File: src/rtl/gm_flow_pkg.sv
`timescale 1ns/1ps
package gm_flow_pkg;
  typedef enum logic [1:0] {
    OP_LD  = 2'd0,
    OP_ST  = 2'd1,
    OP_ATR = 2'd2,
    OP_ATN = 2'd3
  } op_kind_e;

  // load class == reads memory
  function automatic logic reads_mem(input logic [1:0] k);
    return k != OP_ST;
  endfunction

  function automatic logic writes_mem(input logic [1:0] k);
    return k != OP_LD;
  endfunction

  function automatic logic rets_data(input logic [1:0] k);
    return (k == OP_LD) || (k == OP_ATR);
  endfunction
endpackage

File: src/rtl/gm_io_ctr.sv
`timescale 1ns/1ps
module gm_io_ctr #(
  parameter int W = 4
) (
  input  logic         clk_i,
  input  logic         rst_ni,
  input  logic         inc_i,
  input  logic         dec_i,
  output logic [W-1:0] cnt_o,
  output logic         udf_o
);
  logic [W-1:0] cnt_q;

  assign udf_o = dec_i && (cnt_q == '0);
  assign cnt_o = cnt_q;

  always_ff @(posedge clk_i or negedge rst_ni) begin
    if (!rst_ni)                cnt_q <= '0;
    else if (udf_o)             cnt_q <= cnt_q + W'(inc_i);
    else if (inc_i && !dec_i)   cnt_q <= cnt_q + W'(1);
    else if (dec_i && !inc_i)   cnt_q <= cnt_q - W'(1);
  end
endmodule

File: src/rtl/gm_cd_timer.sv
`timescale 1ns/1ps
module gm_cd_timer #(
  parameter int W = 3
) (
  input  logic         clk_i,
  input  logic         rst_ni,
  input  logic         load_i,
  input  logic [W-1:0] val_i,
  output logic         idle_o
);
  logic [W-1:0] cnt_q;

  assign idle_o = (cnt_q == '0);

  always_ff @(posedge clk_i or negedge rst_ni) begin
    if (!rst_ni)      cnt_q <= '0;
    else if (load_i)  cnt_q <= val_i;
    else if (!idle_o) cnt_q <= cnt_q - W'(1);
  end
endmodule

File: src/rtl/gm_ret_arb.sv
`timescale 1ns/1ps
module gm_ret_arb
  import gm_flow_pkg::*;
#(
  parameter int WF_W     = 2,
  parameter int PIPE_W   = 1,
  parameter int NUM_PIPE = 2,
  parameter int LANES    = 8,
  parameter int OCC_W    = 4
) (
  input  logic                coissue_i,
  input  logic                bus_free_i,
  input  logic [NUM_PIPE-1:0] pipe_free_i,
  input  logic                rf_ready_i,
  input  logic                ldq_valid_i,
  input  logic [1:0]          ldq_kind_i,
  input  logic [WF_W-1:0]     ldq_wf_i,
  input  logic [PIPE_W-1:0]   ldq_pipe_i,
  input  logic                ldq_lat_done_i,
  input  logic [LANES-1:0]    ldq_lane_pend_i,
  input  logic [OCC_W-1:0]    ldq_bus_i,
  input  logic [OCC_W-1:0]    ldq_wait_i,
  input  logic                stq_valid_i,
  input  logic [WF_W-1:0]     stq_wf_i,
  input  logic [PIPE_W-1:0]   stq_pipe_i,
  input  logic                stq_lat_done_i,
  input  logic [LANES-1:0]    stq_lane_pend_i,
  input  logic [OCC_W-1:0]    stq_bus_i,
  input  logic [OCC_W-1:0]    stq_wait_i,
  output logic                ldq_pop_o,
  output logic                stq_pop_o,
  output logic                ret_o,
  output logic [1:0]          ret_kind_o,
  output logic [WF_W-1:0]     ret_wf_o,
  output logic [PIPE_W-1:0]   ret_pipe_o,
  output logic [OCC_W-1:0]    ret_bus_o,
  output logic [OCC_W-1:0]    ret_wait_o,
  output logic                rf_wr_o
);
  logic             use_ld, cand_v, lat_ok, lanes_ok, pipe_ok, rf_ok;
  logic [LANES-1:0] pend;

  always_comb begin
    // strict priority: store queue seen only when load queue is empty
    use_ld     = ldq_valid_i;
    cand_v     = ldq_valid_i || stq_valid_i;
    ret_kind_o = use_ld ? ldq_kind_i     : OP_ST;
    ret_wf_o   = use_ld ? ldq_wf_i       : stq_wf_i;
    ret_pipe_o = use_ld ? ldq_pipe_i     : stq_pipe_i;
    ret_bus_o  = use_ld ? ldq_bus_i      : stq_bus_i;
    ret_wait_o = use_ld ? ldq_wait_i     : stq_wait_i;
    lat_ok     = use_ld ? ldq_lat_done_i : stq_lat_done_i;
    pend       = use_ld ? ldq_lane_pend_i : stq_lane_pend_i;
    lanes_ok   = (pend == '0);
    pipe_ok    = coissue_i || pipe_free_i[ret_pipe_o];
    rf_ok      = !rets_data(ret_kind_o) || rf_ready_i;
    ret_o      = cand_v && lat_ok && lanes_ok && bus_free_i && pipe_ok && rf_ok;
    ldq_pop_o  = ret_o && use_ld;
    stq_pop_o  = ret_o && !use_ld;
    rf_wr_o    = ret_o && rets_data(ret_kind_o);
  end
endmodule

File: src/rtl/gm_flow_ctrl.sv
`timescale 1ns/1ps
module gm_flow_ctrl
  import gm_flow_pkg::*;
#(
  parameter int QSIZE    = 4,
  parameter int NUM_WF   = 4,
  parameter int NUM_PIPE = 2,
  parameter int LANES    = 8,
  parameter int CNT_W    = 4,
  parameter int OCC_W    = 4,
  localparam int WF_W    = (NUM_WF > 1) ? $clog2(NUM_WF) : 1,
  localparam int PIPE_W  = (NUM_PIPE > 1) ? $clog2(NUM_PIPE) : 1
) (
  input  logic                    clk_i,
  input  logic                    rst_ni,
  input  logic                    coissue_i,
  input  logic                    iss_valid_i,
  input  logic [1:0]              iss_kind_i,
  input  logic [WF_W-1:0]         iss_wf_i,
  output logic                    iss_ready_o,
  output logic                    mem_valid_o,
  input  logic                    mem_ready_i,
  input  logic                    ldq_valid_i,
  input  logic [1:0]              ldq_kind_i,
  input  logic [WF_W-1:0]         ldq_wf_i,
  input  logic [PIPE_W-1:0]       ldq_pipe_i,
  input  logic                    ldq_lat_done_i,
  input  logic [LANES-1:0]        ldq_lane_pend_i,
  input  logic [OCC_W-1:0]        ldq_bus_i,
  input  logic [OCC_W-1:0]        ldq_wait_i,
  output logic                    ldq_pop_o,
  input  logic                    stq_valid_i,
  input  logic [WF_W-1:0]         stq_wf_i,
  input  logic [PIPE_W-1:0]       stq_pipe_i,
  input  logic                    stq_lat_done_i,
  input  logic [LANES-1:0]        stq_lane_pend_i,
  input  logic [OCC_W-1:0]        stq_bus_i,
  input  logic [OCC_W-1:0]        stq_wait_i,
  output logic                    stq_pop_o,
  input  logic                    rf_ready_i,
  output logic                    rf_wr_o,
  output logic [CNT_W-1:0]        ld_inflight_o,
  output logic [CNT_W-1:0]        st_inflight_o,
  output logic [NUM_WF*CNT_W-1:0] wf_tot_o,
  output logic [NUM_WF*CNT_W-1:0] wf_rd_o,
  output logic [NUM_WF*CNT_W-1:0] wf_wr_o,
  output logic                    bus_busy_o,
  output logic                    err_o
);
  localparam logic [CNT_W-1:0] QLIM = CNT_W'(QSIZE);
  localparam int UDF_N = 2 + 3 * NUM_WF;

  logic                iss_ld, room, acc;
  logic                ret;
  logic [1:0]          ret_kind;
  logic [WF_W-1:0]     ret_wf;
  logic [PIPE_W-1:0]   ret_pipe;
  logic [OCC_W-1:0]    ret_bus, ret_wait;
  logic                bus_free;
  logic [NUM_PIPE-1:0] pipe_free;
  logic [UDF_N-1:0]    udf;
  logic                err_q;

  // issue side: per-class throttle
  assign iss_ld      = reads_mem(iss_kind_i);
  assign room        = iss_ld ? (ld_inflight_o < QLIM) : (st_inflight_o < QLIM);
  assign mem_valid_o = iss_valid_i && room;
  assign iss_ready_o = mem_ready_i && room;
  assign acc         = iss_valid_i && iss_ready_o;

  gm_ret_arb #(
    .WF_W(WF_W), .PIPE_W(PIPE_W), .NUM_PIPE(NUM_PIPE), .LANES(LANES), .OCC_W(OCC_W)
  ) u_arb (
    .coissue_i       (coissue_i),
    .bus_free_i      (bus_free),
    .pipe_free_i     (pipe_free),
    .rf_ready_i      (rf_ready_i),
    .ldq_valid_i     (ldq_valid_i),
    .ldq_kind_i      (ldq_kind_i),
    .ldq_wf_i        (ldq_wf_i),
    .ldq_pipe_i      (ldq_pipe_i),
    .ldq_lat_done_i  (ldq_lat_done_i),
    .ldq_lane_pend_i (ldq_lane_pend_i),
    .ldq_bus_i       (ldq_bus_i),
    .ldq_wait_i      (ldq_wait_i),
    .stq_valid_i     (stq_valid_i),
    .stq_wf_i        (stq_wf_i),
    .stq_pipe_i      (stq_pipe_i),
    .stq_lat_done_i  (stq_lat_done_i),
    .stq_lane_pend_i (stq_lane_pend_i),
    .stq_bus_i       (stq_bus_i),
    .stq_wait_i      (stq_wait_i),
    .ldq_pop_o       (ldq_pop_o),
    .stq_pop_o       (stq_pop_o),
    .ret_o           (ret),
    .ret_kind_o      (ret_kind),
    .ret_wf_o        (ret_wf),
    .ret_pipe_o      (ret_pipe),
    .ret_bus_o       (ret_bus),
    .ret_wait_o      (ret_wait),
    .rf_wr_o         (rf_wr_o)
  );

  gm_cd_timer #(.W(OCC_W)) u_bus_tmr (
    .clk_i  (clk_i),
    .rst_ni (rst_ni),
    .load_i (ret),
    .val_i  (ret_bus),
    .idle_o (bus_free)
  );
  assign bus_busy_o = !bus_free;

  for (genvar p = 0; p < NUM_PIPE; p++) begin : g_pipe
    logic ld_p;
    assign ld_p = ret && !coissue_i && (ret_pipe == PIPE_W'(p));
    gm_cd_timer #(.W(OCC_W)) u_tmr (
      .clk_i  (clk_i),
      .rst_ni (rst_ni),
      .load_i (ld_p),
      .val_i  (ret_wait),
      .idle_o (pipe_free[p])
    );
  end

  gm_io_ctr #(.W(CNT_W)) u_ld_ctr (
    .clk_i  (clk_i),
    .rst_ni (rst_ni),
    .inc_i  (acc && iss_ld),
    .dec_i  (ret && reads_mem(ret_kind)),
    .cnt_o  (ld_inflight_o),
    .udf_o  (udf[0])
  );

  gm_io_ctr #(.W(CNT_W)) u_st_ctr (
    .clk_i  (clk_i),
    .rst_ni (rst_ni),
    .inc_i  (acc && !iss_ld),
    .dec_i  (ret && !reads_mem(ret_kind)),
    .cnt_o  (st_inflight_o),
    .udf_o  (udf[1])
  );

  for (genvar w = 0; w < NUM_WF; w++) begin : g_wf
    logic iss_hit, ret_hit;
    assign iss_hit = acc && (iss_wf_i == WF_W'(w));
    assign ret_hit = ret && (ret_wf == WF_W'(w));

    gm_io_ctr #(.W(CNT_W)) u_tot (
      .clk_i  (clk_i),
      .rst_ni (rst_ni),
      .inc_i  (iss_hit),
      .dec_i  (ret_hit),
      .cnt_o  (wf_tot_o[w*CNT_W +: CNT_W]),
      .udf_o  (udf[2+3*w])
    );
    gm_io_ctr #(.W(CNT_W)) u_rd (
      .clk_i  (clk_i),
      .rst_ni (rst_ni),
      .inc_i  (iss_hit && reads_mem(iss_kind_i)),
      .dec_i  (ret_hit && reads_mem(ret_kind)),
      .cnt_o  (wf_rd_o[w*CNT_W +: CNT_W]),
      .udf_o  (udf[3+3*w])
    );
    gm_io_ctr #(.W(CNT_W)) u_wr (
      .clk_i  (clk_i),
      .rst_ni (rst_ni),
      .inc_i  (iss_hit && writes_mem(iss_kind_i)),
      .dec_i  (ret_hit && writes_mem(ret_kind)),
      .cnt_o  (wf_wr_o[w*CNT_W +: CNT_W]),
      .udf_o  (udf[4+3*w])
    );
  end

  always_ff @(posedge clk_i or negedge rst_ni) begin
    if (!rst_ni) err_q <= 1'b0;
    else if (|udf) err_q <= 1'b1;
  end
  assign err_o = err_q;
endmodule

File: config.mk
export PLATFORM = sky130hd
export DESIGN_NAME = gm_flow_ctrl
export DESIGN_NICKNAME = d
export VERILOG_FILES = /design/src/rtl/gm_flow_pkg.sv /design/src/rtl/gm_io_ctr.sv /design/src/rtl/gm_cd_timer.sv /design/src/rtl/gm_ret_arb.sv /design/src/rtl/gm_flow_ctrl.sv
export SDC_FILE = /design/constraint.sdc
export NUM_CORES = 1
export LEC_CHECK = 0
export ABC_AREA = 1
export BUFFER_PORTS_ARGS = -buffer_cell sky130_fd_sc_hd__buf_2
export CAP_MARGIN = 20
export CORE_MARGIN = 2
export CORE_UTILIZATION = 60
export DETAILED_ROUTE_END_ITERATION = 12
export PLACE_DENSITY_LB_ADDON = 0.12
export REMOVE_ABC_BUFFERS = 1
export SLEW_MARGIN = 20
export SYNTH_ARGS = -nofsm -noshare
export SYNTH_HDL_FRONTEND = slang
export SYNTH_SLANG_ARGS = --single-unit
File: constraint.sdc
create_clock -name clk_i -period 6.7 [get_ports clk_i]
set_clock_uncertainty 0.2 [all_clocks]
set_input_delay 1.005 -clock clk_i [delete_from_list [all_inputs] [get_ports clk_i]]
set_output_delay 1.005 -clock clk_i [all_outputs]
set_load 0.02 [all_outputs]
After elaboration in Yosys (flattened, before gate mapping)
Cells that the tools add are included.
{"block": "classes", "multipliers": 0, "n_div": 0, "muxes": 58, "n_shift": 0, "n_eq_ne": 12, "bitwise": 1, "addsub": 45, "n_reduce_logical": 160, "n_lt_le_gt_ge": 3}
{"cell": "4-bit 2-to-1 mux", "count": 50}
{"cell": "1-bit logical AND", "count": 84}
{"cell": "4-bit zero test", "count": 17}
{"cell": "4-bit by 1-bit subtractor with 4-bit output (second input constant)", "count": 17}
{"cell": "4-bit by 1-bit adder with 4-bit output", "count": 14}
{"cell": "4-bit by 1-bit adder with 4-bit output (second input constant)", "count": 14}
{"cell": "3-bit nonzero test", "count": 14}
{"cell": "1-bit zero test", "count": 34}
{"cell": "14-bit OR reduction", "count": 1}
{"cell": "2-bit equality test (second input constant)", "count": 5}
{"cell": "8-bit zero test", "count": 1}
{"cell": "4-bit by 3-bit less-than comparator with 1-bit output (second input constant)", "count": 2}
{"cell": "8-bit 2-to-1 mux", "count": 1}
{"cell": "2-bit zero test", "count": 3}
{"cell": "2-bit inequality test (second input constant)", "count": 3}
{"cell": "1-bit 2-to-1 mux", "count": 5}
{"cell": "2-bit by 1-bit equality test with 1-bit output (second input constant)", "count": 2}
{"cell": "1-bit logical OR", "count": 4}
{"cell": "2-bit 2-to-1 mux", "count": 2}
{"cell": "2-bit by 1-bit inequality test with 1-bit output (second input constant)", "count": 2}
{"cell": "2-bit nonzero test", "count": 2}
{"cell": "1-bit by 2-bit less-than comparator with 1-bit output (second input constant)", "count": 1}
{"cell": "1-bit inverter", "count": 1}
{"block": "word_totals", "reg_bits": 69, "romBits": 0, "output_inout_bits": 63, "latch_bits": 0, "memories": 0, "word_cells": 297, "ramBits": 0}

Longest topological paths before layout
Gate-level depths: netlist (run 1).
{"block": "logic_depth", "word_depth": 12, "ltp_mapped": 23, "ltp_nobuf": 22}

By module
From an unflattened synthesis (run 1), not the netlist that was laid out.
{"block": "unflattened", "cells_unflattened": 887, "area_unflattened_um2": 6321.1}
{"mod": "gm_io_ctr", "cells_each": 45, "instances": 14, "area_per_inst_um2": 346.6, "seq_area_each_um2": 100.1}
{"mod": "gm_cd_timer", "cells_each": 34, "instances": 3, "area_per_inst_um2": 242.7, "seq_area_each_um2": 100.1}
{"mod": "gm_flow_ctrl", "cells_each": 78, "instances": 1, "area_per_inst_um2": 397.9, "seq_area_each_um2": 25.0}
{"mod": "gm_ret_arb", "cells_each": 77, "instances": 1, "area_per_inst_um2": 342.8, "seq_area_each_um2": 0.0}

Worst setup path after synthesis (run 1)
Ideal clock, no wire load.
{"block": "synth_path", "kind": "input to output", "start": "input port ldq_valid_i", "end": "output port rf_wr_o", "t_arrival_ps": 2221, "path_slack_ps": 3274, "n_path_buf": 2, "stages": 9, "path_cell_list": "inv_1 buf_6 nand2_1 nand2_1 nand2_1 nand3_2 nand3_4 buf_12 nor3_1"}
{"block": "synth_via", "elab_chain_cells": 7, "word_cells_on_any_way": 20, "classes_between": "eq/ne (1); mux (6); reduce/logical (13)"}
{"item": "start: declaration", "line": "gm_flow_ctrl.sv:23", "source": "input logic ldq_valid_i,"}
{"item": "8-bit 2-to-1 mux (tied with other cells)", "line": "gm_ret_arb.sv:53", "source": "pend = use_ld ? ldq_lane_pend_i : stq_lane_pend_i;"}
{"item": "8-bit zero test (tied with other cells)", "line": "gm_ret_arb.sv:54", "source": "lanes_ok = (pend == '0);"}
{"item": "1-bit logical AND (tied with other cells) (2 in a row)", "line": "gm_ret_arb.sv:57", "source": "ret_o = cand_v && lat_ok && lanes_ok && bus_free_i && pipe_ok && rf_ok;"}
{"item": "1-bit logical AND or 1-bit logical OR (tied branches)", "line": "gm_ret_arb.sv:57, gm_ret_arb.sv:56"}
{"item": "1-bit logical AND", "line": "gm_ret_arb.sv:57"}
{"item": "1-bit logical AND (*)", "line": "gm_ret_arb.sv:60", "source": "rf_wr_o = ret_o && rets_data(ret_kind_o);"}
{"item": "end: declaration", "line": "gm_flow_ctrl.sv:41", "source": "output logic rf_wr_o,"}
Mark *: on every way between the ends. The rest lies on a longest branch, timed or not. The select of a mux whose other input is x is not followed.

Final worst setup path (run 1)
{"block": "layout_path", "start": "input port ldq_valid_i", "end": "output port ldq_pop_o"}
{"block": "layout_via", "elab_chain_cells": 7, "word_cells_on_any_way": 20, "classes_between": "eq/ne (1); mux (6); reduce/logical (13)"}
{"item": "8-bit 2-to-1 mux (tied with other cells)", "line": "gm_ret_arb.sv:53"}
{"item": "8-bit zero test (tied with other cells)", "line": "gm_ret_arb.sv:54"}
{"item": "1-bit logical AND (tied with other cells) (2 in a row)", "line": "gm_ret_arb.sv:57"}
{"item": "1-bit logical AND or 1-bit logical OR (tied branches)", "line": "gm_ret_arb.sv:57, gm_ret_arb.sv:56"}
{"item": "1-bit logical AND", "line": "gm_ret_arb.sv:57"}
{"item": "1-bit logical AND (*)", "line": "gm_ret_arb.sv:58", "source": "ldq_pop_o = ret_o && use_ld;"}
{"item": "end: declaration", "line": "gm_flow_ctrl.sv:31", "source": "output logic ldq_pop_o,"}
Marks and branches as above.

==> flow_metrics.env, run 1 <==
export IMPL_area_growth_pct=16.0
export IMPL_whs_path_depth=2
export IMPL_fin_cells=1001
export IMPL_start_util_pct=61.2
export IMPL_p_int_mw=1.41
export IMPL_cts_buffers=9
export IMPL_arrival_ns=2.75
export IMPL_ctsLongestPathBuffers=2
export IMPL_syn_area_per_cell_um2=7.37
export IMPL_ys_ff_latch=69
export IMPL_finalCritPeriodShare_pct=59.0
export IMPL_yosys_area_top_type="dfrtp_1"
export IMPL_grt_max_degree=70
export IMPL_dr_pass1_iters=5
export IMPL_die_x_um=101
export IMPL_gr_total_overflow=0
export IMPL_crit_fanout=13
export IMPL_vias_per_cell=5.30
export IMPL_netlist_top_cells_area="dfrtp_1 31%, nand2_1 17%, ha_1 10%"
export IMPL_max_freq_mhz=253
export IMPL_grt_setup_unrepaired="no"
export IMPL_power_frac_comb_pct=53.8
export IMPL_fill_cells=753
export IMPL_io_buffers=116
export IMPL_cts_sinks=69
export IMPL_async_flop_share_pct=100
export IMPL_grt_usage_pct=27.0
export IMPL_holdCritPathClass="reg2reg"
export IMPL_finalCriticalPeriod_ns=3.95
export IMPL_ys_flop_type="dfrtp_1"
export IMPL_setup_worst_path_start_class="primary input"
export IMPL_wl_um=13000
export IMPL_tightestPinTransition_ns=0.904
export IMPL_design_area_um2=6500
export IMPL_clkSlewWorstSetupHoldPaths_ns=0.08
export IMPL_p_seq_share_pct=31.6
export IMPL_core_um2=9150
export IMPL_power_switching_share_pct=46.8
export IMPL_synth_top_area_share_pct=30.8
export IMPL_clock_latency_ns=0.35
export IMPL_grt_pass1_wl_um=22000
export IMPL_yosys_cell_types_count=39
export IMPL_ctsHoldBuffers=0
export IMPL_power_mw=2.65
export IMPL_place_gp_congestion=0.888
export IMPL_leakagePower_nw=3.67
export IMPL_power_density_nw_per_um2=408
export IMPL_place_area_um2=6280
export IMPL_multi_input_area_um2=3400
export IMPL_crit_type="in2out"
export IMPL_slew_violations=0
export IMPL_ctsHtreeMaxLevel=3
export IMPL_max_cap_violations=0
export IMPL_ant_nets=0
export IMPL_ctsResizeCount=0
export IMPL_cts_tree="yes"
export IMPL_ir_worst_vdd_v=0.000265
export IMPL_layout_area_seq_um2=1730
export IMPL_drt_initial_drc_count=186
export IMPL_yosysSeqAreaShare_pct=30.8
export IMPL_dieHeight_um=101
export IMPL_p_switching_mw=1.24
export IMPL_layout_drive_gt1_share_pct=21.3
export IMPL_n_antenna_cell=0
export IMPL_synthCells=761
export IMPL_dp_hpwl_um=10400
export IMPL_cp_required_ns=5.49
export IMPL_post_drt_wl_per_cell_um=13.0
export IMPL_yosys_warnings=0
export IMPL_finalHoldViolCount=0
export IMPL_synth_edff_count=0
export IMPL_nets=999
export IMPL_dieArea_um2=10100
export IMPL_setup_tns_ns=0
export IMPL_cts_root_buf="clkbuf_8"
export IMPL_status="finished, final reports clean"
export IMPL_syn_area_um2=5610
export IMPL_antenna_found_initial=0
export IMPL_io_pins=117
export IMPL_setup_worst_path_end_class="output port"
export IMPL_slew_headroom_pct=39.8
export IMPL_route_detailed_drc=0
export IMPL_clkPwrFrac_pct=14.6
export IMPL_place_inst=985
export IMPL_placementRows=35
export IMPL_grt_pass1_vias=5042
export IMPL_via_count=5305
export IMPL_post_cts_buffers=0
export IMPL_r2r_cells=19
export IMPL_setup_violations=0
[area by class of cell]
cell class | count | share of cell area (%)
repair buffers | 117 | 9.04
clock inverters | 6 | 1.33
inverters | 114 | 6.58
well taps | 111 | 2.14
flip-flops and latches | 69 | 26.6
clock buffers | 10 | 2.12
multi-input cells | 574 | 52.2
[worst paths after layout]
path	startpoint	endpoint	slack, ns
worst min-delay path	u_st_ctr.cnt_o[3]	u_st_ctr.cnt_o[3]	0.31
worst max register to register	g_pipe[0].u_tmr.cnt_q[0]	g_wf[2].u_tot.cnt_o[3]	3.16
max in group asynchronous	rst_ni	g_wf[0].u_wr.cnt_o[2]	5.05
worst max-delay path	ldq_valid_i	ldq_pop_o	2.75
min in group asynchronous	rst_ni	u_st_ctr.cnt_o[2]	0.66
worst min register to register	u_st_ctr.cnt_o[3]	u_st_ctr.cnt_o[3]	0.31
[synth_stat cells, drive strengths merged, types with 12 or more instances]
cell / n
inv: 114
ha: 46
fa: 14
nand3: 56
xor2: 13
nor4: 12
o21ai: 27
dfrtp: 69
nor2: 66
a21oi: 30
nand2: 263
[per-stage QoR]
stage | util (%) | hold slack (ns) | worst slack (ns)
2_1_floorplan | - | 0.356 | 3.19
3_3_place_gp | 68.6 | 0.274 | 2.67
3_5_place_dp | 68.6 | 0.287 | 2.47
4_1_cts | 71.0 | 0.306 | 2.75
5_1_grt | 71.0 | 0.344 | 2.47
6_report | 71.0 | 0.311 | 2.75
[cells in the final DEF, fill, tap and decap left out, types with 12 or more instances in the layout]
| cell type | count |
|---|---|
| dfrtp_1 | 69 |
| inv_1 | 101 |
| nand3_1 | 53 |
| inv_2 | 13 |
| nand2_1 | 248 |
| fa_1 | 14 |
| buf_2 | 116 |
| nand2_2 | 14 |
| nor2_1 | 46 |
| a21oi_1 | 29 |
| xor2_1 | 13 |
| ha_1 | 46 |
| o21ai_0 | 17 |
| nor4_1 | 12 |
[logic make-up (layout without fill, tap and decap cells)]
| logic type | count (synthesis) | count (layout) | share of synthesized area (%) |
|---|---|---|---|
| DFF | 69 | 69 | 30.8 |
| and+or+nand+nor | 418 | 418 | 34.2 |
| xor gates and xnor gates | 20 | 20 | 3.13 |
| buffers and inverters | 118 | 247 | 8.59 |
| muxes | 3 | 3 | 0.536 |
| AOI/OAI and AO/OA | 73 | 73 | 7.50 |
| adders and majority gates | 60 | 60 | 15.3 |
[power by group through the flow]
stage / Sequential [mW] / Clock [mW] / Combinational [mW]
floorplan: 0.995 / 0 / 0.840
global placement: 0.828 / 0 / 1.35
detailed placement: 0.843 / 0 / 1.42
CTS: 0.838 / 0.390 / 1.43
global route: 0.874 / 0.408 / 1.63
finish: 0.838 / 0.386 / 1.43
[metal layers]
layer  vias to the layer above  wire length, um  track usage, %
met2                       163             6340            46.9
met4                         0              307            11.0
li1                       2689                -               -
met1                      2426             5670            33.6
met5                         -                0               0
met3                        27              657            3.88
[state kept, by name (all words and copies together) (netlist names)]
name / count
g_wf.u_rd.cnt_o: 16
u_ld_ctr.cnt_o: 4
g_wf.u_tot.cnt_o: 16
err_o: 1
g_wf.u_wr.cnt_o: 16
u_bus_tmr.cnt_q: 4
u_st_ctr.cnt_o: 4
g_pipe.u_tmr.cnt_q: 8
[critical path, stage by stage]
cell and delay (ns):
buf_2 0.19, inv_1 0.29, nand2_1 0.10, nand2_1 0.10
nand2_1 0.07, nand3_2 0.11, nand3_4 0.26, nor2_1 0.38
buf_2 0.24
Power figures use the tool's default switching activity.
==> run 2: changes to the inputs <==
ABC_AREA = 0   (was 1)
CORE_UTILIZATION = 51   (was 60)
clock period = 3.3 ns   (was 6.7 ns; I/O delays follow)
==> run 2 against run 1 <==
Against the previous run: the run now ends with negative setup slack left; global-route usage up 1.9 points; synthesized cell count is 15% lower; register-to-register slack got worse by 3.2 ns; critical path type is now reg2reg.
==> flow_metrics.env, run 2 <==
export IMPL_cts_buffers=9
export IMPL_synth_edff_count=0
export IMPL_place_worst_setup_slack_ns=-0.485
export IMPL_setup_violations=3
export IMPL_r2r_cells=17
export IMPL_synth_most_common_cell="dfrtp_1"
export IMPL_finalCritPeriodShare_pct=102
export IMPL_ir_worst_vdd_v=0.000531
export IMPL_yosys_area_top_type="dfrtp_1"
export IMPL_finalCriticalPeriod_ns=3.38
export IMPL_syn_area_um2=5990
export IMPL_max_freq_mhz=296
export IMPL_cts_sinks=69
export IMPL_fill_cells=801
export IMPL_ctsHtreeMaxLevel=3
export IMPL_route_detailed_drc=0
export IMPL_synth_common_cells="69 x dfrtp_1, 46 x ha_1, 46 x nor2_1, 42 x a21oi_1, 34 x nand3_1"
export IMPL_fin_cells=1073
export IMPL_layout_common_cells="157 x buf_4, 116 x buf_2, 69 x dfrtp_1, 41 x nor2_1, 35 x ha_1"
export IMPL_synthCells=644
export IMPL_yosys_warnings=0
export IMPL_finalHoldViolCount=0
export IMPL_leakagePower_nw=4.00
export IMPL_cts_root_buf="clkbuf_16"
export IMPL_gr_total_overflow=0
export IMPL_power_mw=6.79
export IMPL_violations="negative setup slack"
export IMPL_wl_um=18600
export IMPL_crit_cells=17
export IMPL_r2r_slack_ns=-0.08
export IMPL_dieHeight_um=112
export IMPL_dr_pass1_iters=5
export IMPL_arrival_ns=3.46
export IMPL_cp_slowest_cell="dfrtp_1"
export IMPL_crit_fanout=5
export IMPL_ctsLongestPathBuffers=2
export IMPL_grt_max_degree=38
export IMPL_holdCritPathClass="in2async"
export IMPL_grt_pass1_wl_um=29600
export IMPL_placementRows=39
export IMPL_grt_busiest_layer="met2"
export IMPL_slew_violations=0
export IMPL_setup_worst_path_end_class="flop"
export IMPL_synth_top_area_share_pct=28.8
export IMPL_ys_ff_latch=69
export IMPL_die_x_um=112
export IMPL_vias_per_cell=5.94
export IMPL_r2r_end="g_wf[0].u_wr.cnt_o[3]"
export IMPL_antenna_found_initial=0
export IMPL_cp_required_ns=3.38
export IMPL_crit_type="reg2reg"
export IMPL_grt_usage_pct=28.9
export IMPL_tightestPinTransition_ns=0.834
export IMPL_max_cap_violations=0
export IMPL_met1_usage_pct=34.5
export IMPL_grt_pass1_vias=6373
export IMPL_syn_area_per_cell_um2=9.29
export IMPL_final_util_pct=76.3
export IMPL_setup_worst_path_start_class="flop"
export IMPL_clock_latency_ns=0.34
export IMPL_layout_drive_gt1_share_pct=45.3
export IMPL_async_flop_share_pct=100
export IMPL_netlist_top_cells_area="dfrtp_1 29%, ha_1 9.6%, mux2_2 5.6%"
export IMPL_io_buffers=116
export IMPL_place_inst=1030
export IMPL_crit_chain="inv_2 -> ha_4 -> nor3b_2 -> buf_4 -> o21a_4 -> o221ai_4 -> buf_6 -> nor3_4 -> nor2_2 -> a21oi_4 -> ha_4 -> a21o_1 -> a21o_1 -> buf_6 -> nor4_1 -> mux2i_1 -> nand3_1"
export IMPL_cts_tree="yes"
export IMPL_post_drt_wl_per_cell_um=17.4
export IMPL_area_growth_pct=45.6
export IMPL_io_pins=117
export IMPL_n_antenna_cell=0
export IMPL_status="finished with violations"
export IMPL_clkSlewWorstSetupHoldPaths_ns=0.06
export IMPL_ys_flop_type="dfrtp_1"
export IMPL_dieArea_um2=12600
export IMPL_via_count=6373
export IMPL_path_buf_inv=4
export IMPL_grt_util_met2_pct=51.4
export IMPL_grt_setup_unrepaired="yes"
export IMPL_slew_headroom_pct=44.4
export IMPL_cp_top_family="simple AND/OR/NAND/NOR gates"
export IMPL_r2r_start="u_bus_tmr.cnt_q[0]"
export IMPL_yosys_cell_types_count=75
export IMPL_yosysSeqAreaShare_pct=28.8
export IMPL_dp_hpwl_um=13800
export IMPL_ant_nets=0
export IMPL_power_density_nw_per_um2=779
export IMPL_max_stage_delay_ns=0.38
export IMPL_drt_initial_drc_count=295
export IMPL_final_common_cell="buf_4"
export IMPL_place_gp_congestion=0.907
export IMPL_finalWorstSetupSlack_ns=-0.0779
export IMPL_core_um2=11400
export IMPL_use_met3_pct=4.21
export IMPL_nets=1039
export IMPL_start_util_pct=52.4
-- run 2: cell count changes in the layout (fill, tap and decap cells not counted), moves of 18 or more --
cell,delta
a21oi_2,+18
buf_4,+156
inv_1,-78
mux2_2,+28
mux2i_1,+21
nand2_1,-225
nand3_1,-23
-- run 2: cells by family (layout without fill, tap and decap cells) --
group	after synthesis	in the layout	share of synthesized area, %
flops	69	69	28.8
compound gates	170	170	19.9
xor+xnor	19	19	2.78
mux	56	56	10.2
buf+inv	47	333	3.49
simple gates	223	223	20.5
fa+ha+maj	60	60	14.3
-- run 2: final cells by class --
type | instances | area (um^2) | area share [%]
clock buffer | 16 | 292 | 3.34
tap | 143 | 179 | 2.05
multi-input combinational | 528 | 4460 | 51.1
timing repair buffer | 288 | 1950 | 22.4
sequential | 69 | 1730 | 19.8
inverter | 29 | 111 | 1.28
-- run 2: worst max path at each step --
stage	start	endpoint	slack, ns
2_1_floorplan	ldq_valid_i	g_wf[3].u_wr.cnt_o[3]	-0.54
3_3_place_gp	ldq_valid_i	g_wf[0].u_wr.cnt_o[3]	-0.37
3_5_place_dp	ldq_valid_i	g_wf[1].u_wr.cnt_o[3]	-0.49
4_1_cts	g_pipe[1].u_tmr.cnt_q[1]	g_wf[3].u_tot.cnt_o[3]	-0.04
5_1_grt	u_bus_tmr.cnt_q[0]	g_wf[0].u_wr.cnt_o[3]	-0.22
6_report	u_bus_tmr.cnt_q[0]	g_wf[0].u_wr.cnt_o[3]	-0.08
-- run 2: what timing repair did --
item | 4_1_cts | 5_1_grt
endpoints found under the setup margin | 29 | 25
hold buffers | 0 | 0
setup buffers | 11 | 19
gates resized for setup | 56 | 50
pin swaps | 13 | 37
-- run 2: report_power, final --
group	switching, mW	internal, mW
Sequential	0.471	1.24
Combinational	2.14	1.97
Clock	0.373	0.593
Total	2.98	3.81
-- run 2: worst register-to-register path, delay by kind of cell (launching register included) --
| kind | cells | cell delay [ns] |
|---|---|---|
| flops | 1 | 0.38 |
| mux | 1 | 0.13 |
| fa+ha+maj | 2 | 0.36 |
| buf+inv | 4 | 0.55 |
| compound gates | 5 | 0.82 |
| simple gates | 5 | 0.88 |
-- run 2: layer usage --
metal	part of all wire, %	vias up	wire (um)
met1	41	3102	7670
li1	-	3028	-
met3	5.1	36	957
met5	0	-	0
met4	2.5	0	462
met2	51	207	9530
-- run 2: through the flow --
| stage | setup TNS (ns) | instance area, um^2 | hold WS (ns) |
|---|---|---|---|
| floorplan | -7.95 | 5890 | -0.000591 |
| global placement | -6.39 | 7760 | 0.281 |
| detailed placement | -9.36 | 7760 | 0.284 |
| CTS | -0.125 | 8360 | 0.0673 |
| global route | -1.22 | 8720 | 0.115 |
| finish | -0.109 | 8720 | 0.0410 |
